[config.mk]
export PLATFORM = sky130hd
export DESIGN_NAME = rail_sel_ctrl
export DESIGN_NICKNAME = d
export VERILOG_FILES = /design/src/rtl/rail_pkg.sv /design/src/rtl/rail_hit_acc.sv /design/src/rtl/rail_hold_tmr.sv /design/src/rtl/rail_sel_ctrl.sv
export SDC_FILE = /design/constraint.sdc
export NUM_CORES = 1
export LEC_CHECK = 0
export CAP_MARGIN = 10
export CORE_UTILIZATION = 35
export DETAILED_ROUTE_END_ITERATION = 16
export GPL_TIMING_DRIVEN = 0
export PLACE_DENSITY = 0.53
export SLEW_MARGIN = 20
export SYNTH_ARGS = -nofsm -noshare
export SYNTH_HDL_FRONTEND = slang
export SYNTH_HIERARCHICAL = 1
export SYNTH_SLANG_ARGS = --single-unit
[constraint.sdc]
create_clock -name clk -period 5.3 [get_ports clk]
set_input_delay 0.795 -clock clk [delete_from_list [all_inputs] [get_ports clk]]
set_output_delay 0.795 -clock clk [all_outputs]
set_load 0.02 [all_outputs]
[src/rtl/rail_pkg.sv]
package rail_pkg;
    typedef enum logic [1:0] {
        ST_FIXED = 2'd0,
        ST_AD_HI = 2'd1,
        ST_AD_LO = 2'd2
    } rail_state_e;

    localparam logic [1:0] MODE_ADAPT = 2'b11;
endpackage

[src/rtl/rail_hit_acc.sv]
module rail_hit_acc #(
    parameter int W        = 16,
    parameter int CLIP_LVL = 2 ** (W - 2)
) (
    input  logic         clk,
    input  logic         rst_n,
    input  logic         smp_valid,
    input  logic [W-1:0] smp_data,
    input  logic         sw_en,
    output logic         hit
);
    localparam logic [W-1:0] THR = W'(CLIP_LVL);

    logic [W-1:0] mag;
    logic         loud_now;
    logic         pend_q;

    // Negating the most negative code gives 2^(W-1), which is correct as an unsigned value.
    always_comb begin
        mag      = smp_data[W-1] ? (~smp_data + W'(1)) : smp_data;
        loud_now = smp_valid && (mag > THR);
        hit      = pend_q || loud_now;
    end

    always_ff @(posedge clk or negedge rst_n) begin
        if (!rst_n)        pend_q <= 1'b0;
        else if (sw_en)    pend_q <= 1'b0;
        else if (loud_now) pend_q <= 1'b1;
    end

    // an unqualified sample never raises the pending flag
    p_invalid_ignored_r8: assert property (@(posedge clk) disable iff (!rst_n)
        (!smp_valid && !sw_en && !pend_q) |=> !pend_q);
    // the most negative code always counts as loud
    p_neg_full_r3: assert property (@(posedge clk) disable iff (!rst_n)
        (smp_valid && smp_data == {1'b1, {(W-1){1'b0}}}) |-> hit);
endmodule

[src/rtl/rail_hold_tmr.sv]
module rail_hold_tmr #(
    parameter int HOLD_TICKS = 1000000
) (
    input  logic clk,
    input  logic rst_n,
    input  logic load,
    input  logic dec,
    input  logic clr,
    output logic last
);
    localparam int             CW   = $clog2(HOLD_TICKS + 1);
    localparam logic [CW-1:0]  FULL = CW'(HOLD_TICKS);

    logic [CW-1:0] cnt_q;

    always_ff @(posedge clk or negedge rst_n) begin
        if (!rst_n)                     cnt_q <= FULL;
        else if (clr)                   cnt_q <= '0;
        else if (load)                  cnt_q <= FULL;
        else if (dec && cnt_q != '0)    cnt_q <= cnt_q - CW'(1);
    end

    assign last = (cnt_q == CW'(1));

    p_cnt_bound_r5: assert property (@(posedge clk) disable iff (!rst_n)
        cnt_q <= FULL);
    // a reload restores the full window
    p_reload_full_r6: assert property (@(posedge clk) disable iff (!rst_n)
        (load && !clr) |=> cnt_q == FULL);
endmodule

[src/rtl/rail_sel_ctrl.sv]
module rail_sel_ctrl
    import rail_pkg::*;
#(
    parameter int W          = 16,
    parameter int CLIP_LVL   = 2 ** (W - 2),
    parameter int SW_RATE_HZ = 1000000
) (
    input  logic         clk,
    input  logic         rst_n,
    input  logic [1:0]   mode,
    input  logic         fixed_hi,
    input  logic         smp_valid,
    input  logic [W-1:0] smp_data,
    input  logic         sw_en,
    output logic         rail_hi
);
    localparam int HOLD_TICKS = SW_RATE_HZ;

    rail_state_e state_q, state_d;
    logic        hit, last;
    logic        t_load, t_dec, t_clr;
    logic        adapt;

    assign adapt = (mode == MODE_ADAPT);

    rail_hit_acc #(.W(W), .CLIP_LVL(CLIP_LVL)) u_hit (
        .clk      (clk),
        .rst_n    (rst_n),
        .smp_valid(smp_valid),
        .smp_data (smp_data),
        .sw_en    (sw_en),
        .hit      (hit)
    );

    rail_hold_tmr #(.HOLD_TICKS(HOLD_TICKS)) u_tmr (
        .clk  (clk),
        .rst_n(rst_n),
        .load (t_load),
        .dec  (t_dec),
        .clr  (t_clr),
        .last (last)
    );

    always_comb begin
        state_d = state_q;
        t_load  = 1'b0;
        t_dec   = 1'b0;
        t_clr   = 1'b0;
        if (sw_en) begin
            if (!adapt) begin
                state_d = ST_FIXED;              // leave-adaptive
                t_clr   = 1'b1;
            end else begin
                unique case (state_q)
                    ST_FIXED: begin              // enter-adaptive
                        state_d = ST_AD_HI;
                        t_load  = 1'b1;
                    end
                    ST_AD_HI: begin
                        if (hit) begin           // retrigger
                            t_load = 1'b1;
                        end else begin
                            t_dec = 1'b1;
                            if (last) state_d = ST_AD_LO;  // expire
                        end
                    end
                    ST_AD_LO: begin
                        if (hit) begin           // boost
                            state_d = ST_AD_HI;
                            t_load  = 1'b1;
                        end
                    end
                    default: begin
                        state_d = ST_AD_HI;
                        t_load  = 1'b1;
                    end
                endcase
            end
        end
    end

    always_ff @(posedge clk or negedge rst_n) begin
        if (!rst_n) state_q <= ST_AD_HI;
        else        state_q <= state_d;
    end

    always_ff @(posedge clk or negedge rst_n) begin
        if (!rst_n)     rail_hi <= 1'b1;
        else if (sw_en) rail_hi <= (state_d == ST_AD_HI) ||
                                   (state_d == ST_FIXED && fixed_hi);
    end

    p_only_on_tick_r7: assert property (@(posedge clk) disable iff (!rst_n)
        !sw_en |=> $stable(rail_hi));
    p_boost_r4: assert property (@(posedge clk) disable iff (!rst_n)
        (sw_en && adapt && hit) |=> rail_hi);
    p_fixed_follow_r2: assert property (@(posedge clk) disable iff (!rst_n)
        (sw_en && !adapt) |=> rail_hi == $past(fixed_hi));
    p_hold_early_r5: assert property (@(posedge clk) disable iff (!rst_n)
        (sw_en && adapt && state_q == ST_AD_HI && !hit && !last) |=> rail_hi);
    p_enter_high_r9: assert property (@(posedge clk) disable iff (!rst_n)
        (sw_en && adapt && state_q == ST_FIXED) |=> rail_hi);
endmodule

# After elaboration in Yosys (flattened, before gate mapping)
# Index checks and enable logic that the tools add are counted.
# op_classes
n_addsub,2
reduce_logical,10
n_shift,0
bitwise,1
div_mod_pow,0
n_mul,0
magnitude_cmp,1
n_mux,22
n_eq_ne,5
# ops
operator,n
$mux W20,3
$eq A20 B1 Y1 const B,1
$reduce_bool A20 Y1,1
$sub A20 B1 Y20 const B,1
$add A16 B1 Y16 const B,1
$gt A16 B15 Y1 const B,1
$mux W16,1
$not A16 Y16,1
$mux W1,12
$mux W2,5
$eq A2 B1 Y1 const B,2
$eq A2 B2 Y1 const B,2
$pmux W2 S2,1
$logic_and A1 B1 Y1,3
$reduce_bool A3 Y1,1
$logic_not A2 Y1,1
$logic_or A1 B1 Y1,2
$reduce_bool A2 Y1,1
$reduce_or A2 Y1,1
# word_totals
ram_bits,0
regBits,24
rom_bits,0
latchBits,0
n_memories,0
inputBits,23

# Logic depth before layout (Yosys ltp)
# Gate-level depths: netlist of the first run.
# logic_depth
ltp_word,14
ltp_mapped,17
mapped_depth_nobuf,15

# Hierarchy
# Netlist of the first run, hierarchy kept.
# modules_own_cells
mod,seq_area_each_um2,area_each_um2,instances,cells_per_inst
rail_hold_tmr,509.2,1266.2,1,126
rail_hit_acc,25.0,431.7,1,66
rail_sel_ctrl,77.6,249.0,1,27

# Worst setup path after synthesis of the first run
# Ideal clock, no wire load.
# synth_path
path_kind,input to register
from,input smp_data[0]
to,register u_tmr.cnt_q[15]
required_ns,5.168
stages,16
setup_slack_ns,0.873
arrival_ns,4.295
path_cell_list,inv_1 -> ha_1 -> or3b_2 -> nor4_1 -> mux2_2 -> a2111oi_1 -> and4_1 -> o21ai_0 -> nor2b_1 -> and2b_2 -> buf_4 -> or4b_1 -> buf_4 -> nor4_2 -> xnor2_1 -> nor2_1
# synth_via
elab_chain_cells,12
word_cells_on_any_way,18
classes_between,add/sub: 1; order compare: 1; mux: 11; bitwise: 1; reduce/logical: 4
# synth_lines
element,line,source
start: declaration,rail_sel_ctrl.sv:13,"input logic [W-1:0] smp_data,"
$not A16 Y16,rail_hit_acc.sv:20,mag = smp_data[W-1] ? (~smp_data + W'(1)) : smp_data;
$add A16 B1 Y16,rail_hit_acc.sv:20,
$mux W16 *,rail_hit_acc.sv:20,
$gt A16 B15 Y1 *,rail_hit_acc.sv:21,loud_now = smp_valid && (mag > THR);
$logic_and A1 B1 Y1 *,rail_hit_acc.sv:21,
$logic_or A1 B1 Y1 *,rail_hit_acc.sv:22,hit = pend_q || loud_now;
named net hit,rail_sel_ctrl.sv:20,"logic hit, last;"
$mux W1 *,rail_sel_ctrl.sv:60,if (hit) begin
$mux W1 *,rail_sel_ctrl.sv:54,unique case (state_q)
$mux W1 *,rail_sel_ctrl.sv:50,if (!adapt) begin
$mux W1 *,rail_sel_ctrl.sv:49,if (sw_en) begin
named net t_dec,rail_sel_ctrl.sv:21,"logic t_load, t_dec, t_clr;"
$logic_and A1 B1 Y1 *,rail_hold_tmr.sv:20,else if (dec && cnt_q != '0) cnt_q <= cnt_q - CW'(1);
$reduce_bool A3 Y1 (no source line) *,-,
end signal: assignment,rail_hold_tmr.sv:20,
end: declaration,rail_hold_tmr.sv:14,logic [CW-1:0] cnt_q;
# Mark *: on every way through the listed nets, which the timed path passes. The rest lies on a longest branch.
# A chain may end at the register's enable or synchronous reset.

# Final worst setup path of the first run
# Ends and elaborated chain as after synthesis.

==> flow_summary.ini, run 1 <==
[timing]
slew_viol_final = 0
setup_viol = 0
worstMarginPinSlew_ns = 0.543
slew_headroom_pct = 63.8
timing.final.crit_share_pct = 93.2
finalWorstSetupSlack_ns = 0.360
min_period_ns = 4.94
clock_skew_ns = 0.00634
hold_viol = 0
fin_setup_tns_ns = 0
max_freq_mhz = 202
rsz0062_at_grt = no
whs_ns = 0.490

[setup_path]
cp.arrival_ns = 5.09
worstPathRequired_ns = 5.45
cp_cell_sequence = clkdlybuf4s50_1 > inv_1 > ha_2 > or3b_2 > nor4_1 > mux2_2 > a2111oi_1 > and4_1 > o21ai_1 > nor2b_1 > and2b_2 > buf_4 > or4b_1 > buf_4 > nor4_2 > xnor2_1 > nor2_1
crit_top_cell = buf_4
cp-start-kind = input pin
crit_fanout = 9
worstSetupPathType = in2reg
r2r_cells = 9
cp_slowest_stage_delay_ns = 0.51
critPathSlowestCell = or3b_2
end_kind = flip-flop

[global_route]
grt_antenna_before_repair = 0
grt_usage_pct = 15.4
grt_max_degree = 25
grt_pass1_vias = 1629
grt_overflow = 0
grt_pass1_wl_um = 7310

[detailed_routing]
avgViaCountPerCell = 5.44
vias = 1718
drtIter0Drc = 75
wirelength_um = 4220
final_antenna_net_count = 0
drc = 0
dr.pass1.iters = 4
post_drt_wl_per_cell_um = 13.4

[clock_tree]
cts_tree = yes
htreeDepth = 1
path_clk_slew_ns = 0.09
cts_buffers = 3
clkLatencyLatePin_ns = 0.27
root_buffer = clkbuf_8
cts_sinks = 24
cts_max_path_buffers = 2
hold_buffers = 0

[yosys]
yosysUniqueCellTypes = 64
synth_area_um2 = 1950
ys_seq_elements = 24
syn_nets = 248
synth_top_area_cell = dfrtp_1
yosysSeqAreaShare_pct = 31.4
synth_top_area_share_pct = 19.3
synth_area_leaders = dfrtp_1 (19%), dfstp_2 (12%), nor2_1 (4.6%)
synth_edf_count = 0
synth.avg_cell_area_um2 = 8.89
async_reset_ff_share_pct = 100
synthCells = 219
ys.flop_type = dfrtp_1
ys_warn_count = 6

[power_and_ir_drop]
p_leak_nw = 0.901
power.density_nw_per_um2 = 204
ir_drop_mv = 0.0912

[floorplan]
dieWidth_um = 76.6
coreArea_um2 = 5240
io_pins = 24
num_rows = 26
fp.dieArea_um2 = 5860
start_util_pct = 37.2
die-height_um = 76.6

[cells_and_area]
syn_to_final_growth_pct = 19.0
final_nets = 276
insertedDiodeCount = 0
layout_common_cells = nor2_1 (24), clkdlybuf4s50_1 (22), inv_1 (15), dfrtp_1 (15), a21oi_1 (14)
drive_gt1_share_pct = 15.0
final_common_cell = nor2_1
final_cells = 316

[worst_hold_path]
hp-class = reg2reg
hold_path_depth = 2

[place]
io_buffers = 23
gp_congestion = 0.825
post-dp-hpwl_um = 3240
post-place-cells = 312
place_ws_ns = -0.0332

[job]
maxCapViolations = 0

[outcome]
status = finished, final reports clean
state kept, by name, summed over array words and instances (netlist names):
name	flops
u_tmr/cnt_q	20
u_hit/pend_q	1
state_q	2
rail_hi	1
report_power, final:
part	internal, mW	switching (mW)	leakage (nW)
Clock	0.0664	0.0597	0.0288
Combinational	0.0593	0.0791	0.570
Sequential	0.198	0.0102	0.302
Total	0.323	0.149	0.901
Yosys cell counts, drive strengths merged, types with 2 or more instances:
cell	n
nand4	4
ha	6
and3	4
buf	2
nand3b	2
or2	2
a21oi	14
nor2b	2
xor2	8
nand4b	2
and4bb	2
o2111ai	3
dfstp	9
dfrtp	15
o31a	3
clkbuf	4
inv	15
or3	9
a31oi	3
xnor2	7
nand2	8
o211ai	5
a211oi	4
nor2	25
or2b	2
o22ai	3
and4	2
o21a	3
or4	2
nand3	4
o21ai	8
nor4	10
nand2b	3
nor3	7
final cells by class:
type,instances,area (um^2)
Fill cell,541,2920
Multi-Input combinational cell,174,1250
Sequential cell,24,612
Timing Repair Buffer,23,225
Tap cell,70,87.6
Inverter,15,56.3
Clock buffer,4,55.1
Buffer,6,30.0
per-layer routing:
layer	wire length, um	part of all wire [%]	track usage [%]	vias up
li1	-	-	-	874
met1	2110	50	20.6	816
met2	1980	47	25.9	24
met3	80	1.9	1.08	4
met4	51	1.2	5.77	0
met5	0	0	0	-
what timing repair did:
item	4_1_cts	5_1_grt
endpoints found under the setup margin	0	7
buffers inserted	0	0
hold endpoints to repair	0	0
resized for setup	0	2
kinds of logic (layout without fill, tap and decap cells):
group,after synthesis,in the layout,share of synthesized area (%)
and+or+nand+nor,96,96,32.8
AOI/OAI and AO/OA,56,56,20.2
DFF,24,24,31.4
buffers and inverters,21,48,4.43
xor gates and xnor gates,15,15,6.75
adders and majority gates,6,6,3.86
muxes,1,1,0.578
critical path, delay by kind of cell:
| kind | cells | cell delay [ns] |
|---|---|---|
| xor gates and xnor gates | 1 | 0.15 |
| buffers and inverters | 4 | 0.89 |
| muxes | 1 | 0.36 |
| AOI/OAI and AO/OA | 2 | 0.47 |
| adders and majority gates | 1 | 0.25 |
| and+or+nand+nor | 8 | 2.15 |
path summary, 6_finish.rpt:
path / start / end / slack, ns
min: rail_hi / rail_hi / 0.49
max in group asynchronous: rst_n / u_tmr/cnt_q[9] / 4.43
min reg2reg: rail_hi / rail_hi / 0.49
min in group asynchronous: rst_n / u_tmr/cnt_q[4] / 0.50
max reg2reg: state_q[0] / u_tmr/cnt_q[15] / 2.82
max: smp_data[0] / u_tmr/cnt_q[15] / 0.36
metrics by stage:
stage | cell area, um^2 | utilization (%) | power [mW]
after floorplan | 1950 | - | 0.300
after global placement | 2260 | 43.2 | 0.350
after detailed placement | 2260 | 43.1 | 0.349
after CTS | 2310 | 44.2 | 0.477
after global routing | 2320 | 44.2 | 0.502
final | 2320 | 44.2 | 0.472
No activity file was read; power rests on OpenSTA's default activity.
==> run 2, diff against run 1 <==
Settings changed: CTS_BUF_LIST set to sky130_fd_sc_hd__clkbuf_16.
==> flow_summary.ini, run 2 (synthesis results as in run 1) <==
[timing]
rsz0062_at_grt = no
slew_headroom_pct = 62.0
slew_viol_final = 0
worstMarginPinSlew_ns = 0.566
hold_viol = 0
clock_skew_ns = 0.00478
finalWorstSetupSlack_ns = 0.371
max_freq_mhz = 203
timing.final.crit_share_pct = 93.0
fin_setup_tns_ns = 0
min_period_ns = 4.93
setup_viol = 0

[setup_path]
critPathSlowestCell = or3b_2
cp_cell_sequence = clkdlybuf4s50_1 > inv_1 > ha_2 > or3b_2 > nor4_1 > mux2_2 > a2111oi_2 > and4_1 > o21ai_1 > nor2b_1 > and2b_2 > buf_4 > or4b_1 > buf_4 > nor4_2 > xnor2_1 > nor2_1
worstSetupPathType = in2reg
end_kind = flip-flop
worstPathRequired_ns = 5.43
crit_family = simple AND/OR/NAND/NOR gates
crit_fanout = 9
cp_num_buf_inv = 4
cp-start-kind = input pin
cp.arrival_ns = 5.06
crit_top_cell = buf_4
cp_slowest_stage_delay_ns = 0.51

[clock_tree]
cts_tree = yes
cts_resized = 0
cts_buffers = 3
cts_max_path_buffers = 2
hold_buffers = 0
root_buffer = clkbuf_16
post_cts_buffers = 0
path_clk_slew_ns = 0.06
cts_sinks = 24
clkLatencyLatePin_ns = 0.26
htreeDepth = 1

[detailed_routing]
drc = 0
dr.pass1.iters = 4
drtIter0Drc = 103
post_drt_wl_per_cell_um = 13.4
vias = 1717
final_antenna_net_count = 0
avgViaCountPerCell = 5.43
wirelength_um = 4240

[power_and_ir_drop]
p_leak_nw = 0.911
ir_drop_mv = 0.108
p_switching_mw = 0.153
clock_power_share_pct = 32.1
p_comb_share_pct = 27.2
power.density_nw_per_um2 = 218
switching_share_pct = 29.9
p_int_mw = 0.358
sequentialPowerShare_pct = 40.7

[global_route]
grt_max_degree = 25
grt_pass1_wl_um = 7330
grt_pass1_vias = 1624
grt_overflow = 0
grt_antenna_before_repair = 0
grt_usage_pct = 15.5

[cells_and_area]
top_regs = u_tmr/cnt_q x20, state_q x2
fillers = 537
layout_common_cells = nor2_1 (24), clkdlybuf4s50_1 (22), inv_1 (15), dfrtp_1 (15), a21oi_1 (14)
insertedDiodeCount = 0
top_register = u_tmr/cnt_q
largest_reg_flops = 20
final_nets = 276
final_common_cell = nor2_1
drive_gt1_share_pct = 15.0
syn_to_final_growth_pct = 20.5

[place]
gp_congestion = 0.825
post-dp-hpwl_um = 3240
io_buffers = 23
place_ws_ns = -0.0332

[floorplan]
fp.dieArea_um2 = 5860
start_util_pct = 37.2
coreArea_um2 = 5240
dieWidth_um = 76.6
num_rows = 26
die-height_um = 76.6
io_pins = 24

[worst_hold_path]
hp-class = reg2reg

[job]
maxCapViolations = 0

[outcome]
status = finished, final reports clean
run 2: layer usage:
layer  wire (um)  up-vias  track usage (%)
li1            -      875                -
met1        2110      814             20.6
met2        1980       24             25.9
met3          88        4             1.44
met4          63        0             6.35
met5           0        -                0
run 2: cell type report:
class	count	area, um^2	area share (%)
Multi-Input combinational cell	174	1260	53.5
Clock inverter	1	3.75	0.160
Inverter	15	56.3	2.40
Buffer	6	30.0	1.28
Sequential cell	24	612	26.1
Timing Repair Buffer	23	225	9.60
Clock buffer	3	75.1	3.20
Tap cell	70	87.6	3.73
run 2: metrics by stage:
step	cell area [um^2]	cells	utilization (%)	hold WS [ns]	power [mW]
final	2350	316	44.8	0.486	0.511
after global routing	2350	316	44.8	0.507	0.542
after CTS	2340	316	44.6	0.493	0.518
after detailed placement	2260	312	43.1	0.484	0.349
after global placement	2260	312	43.2	0.481	0.350
after floorplan	1950	219	-	0.486	0.300
run 2: power by group through the flow:
| stage | Clock (mW) | Combinational, mW | Sequential (mW) |
|---|---|---|---|
| after floorplan | 0 | 0.0905 | 0.210 |
| after global placement | 0 | 0.139 | 0.211 |
| after detailed placement | 0 | 0.138 | 0.211 |
| after CTS | 0.172 | 0.138 | 0.208 |
| after global routing | 0.178 | 0.154 | 0.210 |
| final | 0.164 | 0.139 | 0.208 |
run 2: worst reg2reg max path, delay by kind of cell (launching register included):
kind / cells / cell delay (ns)
xor+xnor: 1 / 0.15
fa+ha+maj: 1 / 0.21
buf+inv: 2 / 0.33
flops: 1 / 0.55
simple gates: 5 / 1.11
run 2: worst paths after layout:
check	startpoint	end	slack [ns]	cells after the start
setup / recovery	smp_data[0]	u_tmr/cnt_q[15]	0.37	17
hold / removal	rail_hi	rail_hi	0.49	2
setup reg to reg	state_q[0]	u_tmr/cnt_q[15]	2.82	9
hold reg to reg	rail_hi	rail_hi	0.49	2
max in group asynchronous	rst_n	u_tmr/cnt_q[9]	4.41	1
min in group asynchronous	rst_n	u_tmr/cnt_q[2]	0.52	1
==> run 3, diff against run 2 <==
Settings changed: CTS_CLUSTER_SIZE set to 8.
==> results of run 3 <==
Same layout as run 2: the final DEF is identical, and so are final timing and power.
